--- config.mk ---
export PLATFORM = sky130hd
export DESIGN_NAME = pipe_recon
export DESIGN_NICKNAME = d
export VERILOG_FILES = /design/src/rtl/pipe_recon.sv
export SDC_FILE = /design/constraint.sdc
export NUM_CORES = 2
export LEC_CHECK = 0
export ABC_AREA = 1
export BUFFER_PORTS_ARGS = -buffer_cell sky130_fd_sc_hd__clkbuf_2
export CORE_MARGIN = 2
export CORE_UTILIZATION = 60
export DETAILED_ROUTE_END_ITERATION = 8
export MAX_ROUTING_LAYER = met4
export PLACE_DENSITY = 0.79
export RECOVER_POWER = 100
export SYNTH_ARGS = -nofsm -noshare
export SYNTH_HDL_FRONTEND = slang
export SYNTH_SLANG_ARGS = --single-unit
--- constraint.sdc ---
create_clock -name clk -period 12.3 [get_ports clk]
set_input_delay 1.845 -clock clk [delete_from_list [all_inputs] [get_ports clk]]
set_output_delay 1.845 -clock clk [all_outputs]
set_load 0.05 [all_outputs]
--- src/rtl/pipe_recon.sv ---
module pipe_recon #(
  parameter int NSTG = 14,
  parameter int WW   = 32,
  parameter int FB   = 24,
  localparam int IW  = $clog2(NSTG + 1)
) (
  input  logic          clk,
  input  logic          rst_n,
  input  logic          cw_en,
  input  logic [IW-1:0] cw_sel,
  input  logic [1:0]    cw_code,
  input  logic          ww_en,
  input  logic [IW-1:0] ww_sel,
  input  logic [WW-1:0] ww_val,
  input  logic          start,
  input  logic [IW-1:0] start_sel,
  output logic          busy,
  output logic          done,
  output logic [WW-1:0] result,
  output logic          code_err
);
  localparam int WL = 2 * WW;
  localparam int NE = 1 << IW;
  localparam logic signed [WW-1:0] ONE  = WW'(1) << FB;
  localparam logic signed [WW-1:0] HALF = WW'(1) << (FB - 1);
  localparam logic signed [WL-1:0] HI = {{(WW+1){1'b0}}, {(WW-1){1'b1}}};
  localparam logic signed [WL-1:0] LO = {{(WW+1){1'b1}}, {(WW-1){1'b0}}};

  logic [1:0]              codes [NE];
  logic signed [WW-1:0]    wts   [NE];
  logic signed [WW-1:0]    acc, dig, fval, nacc;
  logic signed [WL-1:0]    prod, sh, sum;
  logic [IW-1:0]           ptr, idx, nxt, sel_c;

  always_ff @(posedge clk or negedge rst_n) begin
    if (!rst_n) begin
      for (int j = 0; j < NE; j++) begin
        codes[j] <= 2'b01;
        wts[j]   <= HALF;
      end
    end else begin
      if (cw_en && cw_sel != '0 && int'(cw_sel) <= NSTG)
        codes[cw_sel] <= cw_code;
      if (ww_en && ww_sel != '0 && int'(ww_sel) < NSTG)
        wts[ww_sel] <= ww_val;
    end
  end

  assign sel_c = (start_sel == '0) ? IW'(1) :
                 (int'(start_sel) > NSTG) ? IW'(NSTG) : start_sel;
  assign nxt   = ptr - 1'b1;
  assign fval  = (WW'(codes[NSTG]) << (FB - 1)) - (WW'(3) << (FB - 2));

  always_comb begin
    case (codes[nxt])
      2'b00:   dig = -ONE;
      2'b10:   dig = ONE;
      default: dig = '0;
    endcase
  end

  assign prod = WL'(wts[nxt]) * WL'(acc);
  assign sh   = prod >>> FB;
  assign sum  = sh + WL'(dig);
  assign nacc = (sum > HI) ? HI[WW-1:0] : (sum < LO) ? LO[WW-1:0] : sum[WW-1:0];

  always_ff @(posedge clk or negedge rst_n) begin
    if (!rst_n) begin
      busy     <= 1'b0;
      done     <= 1'b0;
      result   <= '0;
      code_err <= 1'b0;
      acc      <= '0;
      ptr      <= '0;
      idx      <= '0;
    end else begin
      done <= 1'b0;
      if (start) begin
        busy     <= 1'b1;
        ptr      <= IW'(NSTG);
        idx      <= sel_c;
        acc      <= fval;
        code_err <= 1'b0;
      end else if (busy) begin
        if (ptr == idx) begin
          result <= acc;
          done   <= 1'b1;
          busy   <= 1'b0;
        end else begin
          acc <= nacc;
          ptr <= nxt;
          if (codes[nxt] == 2'b11) code_err <= 1'b1;
        end
      end
    end
  end

  p_done_pulse_r6: assert property (@(posedge clk) disable iff (!rst_n)
    done |=> !done);
  p_done_after_busy_r6: assert property (@(posedge clk) disable iff (!rst_n)
    $rose(done) |-> $past(busy) && !busy);
  p_start_busy_r6: assert property (@(posedge clk) disable iff (!rst_n)
    start |=> busy && !done);
  p_result_hold_r7: assert property (@(posedge clk) disable iff (!rst_n)
    !done |-> $stable(result));
  p_err_sticky_r8: assert property (@(posedge clk) disable iff (!rst_n)
    code_err && !start |=> code_err);
  p_err_source_r8: assert property (@(posedge clk) disable iff (!rst_n)
    $rose(code_err) |-> $past(busy));
  p_ptr_range_r5: assert property (@(posedge clk) disable iff (!rst_n)
    busy |-> ptr >= idx && idx != '0 && int'(ptr) <= NSTG);
endmodule

# Word level (Yosys, flattened, before mapping)
# Index checks and enable logic that the tools add are counted.
[totals] n_memories=0 reg_bits=619 word_cells=109 latchBits=0 ramBits=0 inputBits=51 out_inout_bits=35 romBits=0
[classes] add_sub_neg=3 magnitude_cmp=10 n_reduce_logical=15 n_mux=33 mul=1 shift=0 eq_ne=4 n_div=0 bitwise_logic=4
[ops] op="bitwise mux 512 bit" n=1
[ops] op="two-way mux 32 bit" n=8
[ops] op="binary-select mux 32 bit (select 4 bit)" n=1
[ops] op="demux 32 bit (select 4 bit)" n=1
[ops] op="multiplier 32 x 32 -> 64 bit" n=1
[ops] op="case mux 32 bit (2 select lines)" n=1
[ops] op="adder 40 x 32 -> 41 bit" n=1
[ops] op="> comparator 41 x 32 -> 1 bit, second input constant" n=1
[ops] op="less-than comparator 41 x 32 -> 1 bit, second input constant" n=1
[ops] op="bitwise mux 32 bit" n=1
[ops] op="subtractor 25 x 24 -> 26 bit, second input constant" n=1
[ops] op="two-way mux 4 bit" n=5
[ops] op="greater-or-equal comparator 5 bit, second input constant" n=3
[ops] op="NOT 4 -> 5 bit" n=3
[ops] op="less-than comparator 5 x 1 -> 1 bit, second input constant" n=2
[ops] op="two-way mux 1 bit" n=10
[ops] op="binary-select mux 2 bit (select 4 bit)" n=1
[ops] op="demux 2 bit (select 4 bit)" n=1
[ops] op="nonzero test 4 bit" n=2
[ops] op="logical AND 1 bit" n=6
[ops] op="two-way mux 2 bit" n=3
[ops] op="AND reduction 3 bit" n=2
[ops] op="== test 2 bit, second input constant" n=2
[ops] op="== test 4 bit" n=1
[ops] op="10 further kinds" n=11

# Longest topological paths before layout
[depth] depth_word=14 ltp_mapped=65 depth_no_buf=57

# Worst setup path before layout
# No wires, ideal clock.
[synth_timing] kind="reg2reg" from="register ptr[0]" to="register acc[16]" n_path_buf=10 setup_time_ns=0.116 path_stages_with_launch=60 arrival_ns=11.586 path_slack_ns=0.598 period_less_slack_ns=11.702 path_cell_list="dfrtp_1 -> inv_2 -> buf_2 -> buf_2 -> buf_2 -> buf_1 -> ha_1 -> inv_2 -> buf_2 -> buf_2 -> clkbuf_1 -> o211ai_1 -> nand3_1 -> nand3_1 -> nand2_1 -> buf_2 -> buf_2 -> nor2_1 -> (+24 left out) -> nand2_1 -> nor2_1 -> inv_1 -> nor3_1 -> nand2_1 -> nand3_1 -> nand2_1 -> nand2_1 -> xor2_1 -> and2_1 -> nand3b_1 -> nand2_1 -> inv_2 -> nand2_4 -> buf_6 -> o21ai_1 -> inv_1 -> nand2_1"
[synth_via] elab_chain_cells=14 word_cells_on_any_way=23 classes_between="add/sub: 2; mul: 1; order compare: 2; eq/ne: 3; mux: 12; bitwise: 1; reduce/logical: 2"
[synth_lines] item="from (decl)" line_no="33" source="logic [IW-1:0] ptr, idx, nxt, sel_c;"
[synth_lines] item="from (signal assigned)" line_no="80" source="ptr <= IW'(NSTG);"
[synth_lines] item="from (signal assigned)" line_no="91" source="ptr <= nxt;"
[synth_lines] item="parallel branches: the longest is 14 deep, another holds multiplier 32 x 32 -> 64 bit"
[synth_lines] item="to (signal assigned)" line_no="82" source="acc <= fval;"
[synth_lines] item="to (signal assigned)" line_no="90" source="acc <= nacc;"
[synth_lines] item="to (decl)" line_no="31" source="logic signed [WW-1:0] acc, dig, fval, nacc;"
# Parallel ways; which one is timed is not known. The select of a mux whose other input is x is not followed.
# A chain may end at the register's enable or synchronous reset.

# Worst setup path in the final report
[layout_timing] from="register ptr[0]" to="register acc[19]"
# The elaborated chain is that of the path after synthesis.

==> flow_summary.toml <==
[yosys]
synth.distinct_cells = 51
yosysTopAreaCell = "fa_1"
synth_seq_cells = 619
ys_async_sr_fraction = 1.00
yosys_warnings = 0
syn-mean-instance-area_um2 = 8.51
synth.area.top_cells = "fa_1 (34%), dfrtp_1 (23%), nand2_1 (7.9%), inv_1 (7.9%), o21ai_0 (5.1%)"
yosysTopAreaCellShare = 0.343
ys_seq_area_frac = 0.246
ys_dominant_reg_cell = "dfrtp_1"
syn_area_um2 = 63100
netlist_instances = 7413
synth_fp_nets = 8743
synth_edf_count = 0

[sta]
worst_slack_ns = 0.451
hold_viol = 0
tightestPinTransition_ns = 6.80
fmax_mhz = 84.4
setup_viol = 0
max_slew_margin = -3.53
skew_ns = 0.0422
post-route-period-util = 0.963
drv_slew = 854
post-route-min-period_ns = 11.85

[die]
rows = 118
io-pin-count = 86
dieHeight_um = 328
die-width_um = 328
start_util = 0.607
coreArea_um2 = 104000
die_area_um2 = 108000

[clock_tree]
cts_tree = "built"
numCtsBuffers = 67
clock_latency_ns = 0.66
clkTransAtPathRegs_ns = 0.06
ctsHoldBuffers = 0
cts.root.buffer_cell = "clkbuf_16"
clock_path_buffers = 3
cts_max_level = 3
clock-sinks = 619

[hold_path]
min_to = "codes[0]$_DFFE_PN1P_"
min_path_type = "reg -> reg"
min_from = "codes[0]$_DFFE_PN1P_"
hold_depth = 0

[detailed_routing]
vias = 51300
drt_iter0_markers = 5837
first_pass_iters = 8
drc_errors = 0
antenna_left = 0
vias_per_cell = 5.92
wl_per_cell_um = 22.7
wirelength_mm = 196

[setup_path]
worst-setup-path-type = "reg -> reg"
r2r_end = "acc[19]$_DFFE_PN0P_"
cp.required_ns = 12.89
reg2reg_slack_ns = 0.45
start_kind = "flip-flop"
crit_fanout = 246
crit_arrival_ns = 12.44
crit_top_cell = "nand2_1"
max_stage_delay_ns = 0.57
slowest_stage = "fa_1"
r2r_cells = 50
cp-end-kind = "flip-flop"
r2r_start = "ptr[0]$_DFFE_PN0P_"

[finish]
final_common_cell = "nand2_1"
layout_common_cells = "nand2_1 (1,323), inv_1 (1,320), fa_1 (1,081), nor2_1 (742), o21ai_0 (647)"
area_delta_synth_final_pct = 5.90
finalCoreUtilization = 0.643
drive_above_1_share = 0.0557
layout.nets = 8542

[placed_design]
port_buffers = 85
dp_hpwl_mm = 143
pre_cts_slack_ns = 0.677
gp_congestion = 1.07

[grt]
grt_pass1_vias = 53300
grt_max_degree = 247
grt_pass1_wl_mm = 308
antenna_found_initial = 10
globalRouteTotalUtil = 0.390
grt-ovfl-total = 0

[outcome]
outcome = "complete, but fails checks"
violations = "capacitance limit, slew limit"

[flow_run]
cap_viol_max_count = 12
## cells in the mapped netlist (5+ instances only)
library cell and count:
dfstp_2 32, o21bai_1 5, nand3_1 300, buf_4 7, inv_1 1322, fa_1 1082, buf_2 107, ha_1 197
nor4_1 6, o31ai_1 6, o21ai_1 17, nand4_1 12, nor2_1 746, o211ai_1 45, o21a_1 12, clkbuf_1 369
o21ai_0 648, nor3_1 16, nand2_2 7, a31oi_1 10, nand2_1 1328, xor2_1 33, xnor2_1 27, clkinv_1 6
dfrtp_1 587, a21oi_1 395, buf_1 21, inv_2 27
## timing repair
action                                 in CTS  in global routing
gates resized for setup                     0                  9
setup endpoints to repair                   0                 29
buffers inserted                            0                  6
endpoints found under the hold margin       0                  0
## stage by stage
step	TNS [ns]	cell area, µm²	hold WS [ns]	std cells
2_1_floorplan	0	63100	0.426	7413
3_3_place_gp	0	64500	0.358	8517
3_5_place_dp	0	64500	0.357	8517
4_1_cts	0	66800	0.366	8641
5_1_grt	-0.000718	66800	0.370	8656
6_report	0	66800	0.365	8660
## flip-flops by register name, summed over array words and instances, names as in the netlist
register	flops
acc	32
busy	1
code_err	1
codes	32
done	1
idx	4
ptr	4
result	32
wts	512
## how the worst max path moves through the flow
stage	from	to	slack, ns
final	ptr[0]$_DFFE_PN0P_	acc[19]$_DFFE_PN0P_	0.45
after global placement	ptr[0]$_DFFE_PN0P_	acc[19]$_DFFE_PN0P_	0.76
after global routing	ptr[0]$_DFFE_PN0P_	acc[19]$_DFFE_PN0P_	-0.0007
after detailed placement	ptr[0]$_DFFE_PN0P_	acc[19]$_DFFE_PN0P_	0.68
after CTS	ptr[0]$_DFFE_PN0P_	acc[19]$_DFFE_PN0P_	0.61
after floorplan	ptr[0]$_DFFE_PN0P_	acc[16]$_DFFE_PN0P_	0.60
## metal layers
metal  track usage  part of all wire  wire length [µm]
met1         0.502              0.37             72400
met2         0.569              0.44             86000
met3         0.102              0.12             24500
met4         0.205             0.068             13300
met5             -                 0                 0
## final cells by class
| type | instances | area (µm²) |
|---|---|---|
| clock buffer | 91 | 1940 |
| antenna | 13 | 32.5 |
| clock inverter | 33 | 350 |
| multi-input combinational | 4932 | 40500 |
| tap | 1380 | 1730 |
| inverter | 1356 | 5110 |
| fill | 8568 | 37200 |
| timing repair buffer | 236 | 1640 |
| sequential | 619 | 15500 |
## worst max-delay path: cells and delay by family (launching register included)
kind	cells	cell delay, ns
and+or+nand+nor	21	2.46
adders and majority gates	10	4.68
DFF	1	0.47
buffers and inverters	10	1.87
AOI/OAI and AO/OA	9	1.85
## logic make-up (layout without fill, tap and decap cells)
kind of cell               count (synthesis)  after routing  share of synthesized area
DFF                                      619            619                      0.246
and+or+nand+nor                         2435           2435                      0.153
adders and majority gates               1279           1279                      0.383
AOI/OAI and AO/OA                       1158           1158                     0.0958
other                                      0             13                          0
buffers and inverters                   1862           1716                      0.114
xor gates and xnor gates                  60             60                    0.00833
Power is not shown: default switching activity piles up to over one toggle a cycle in this logic, so the estimate is an artifact.
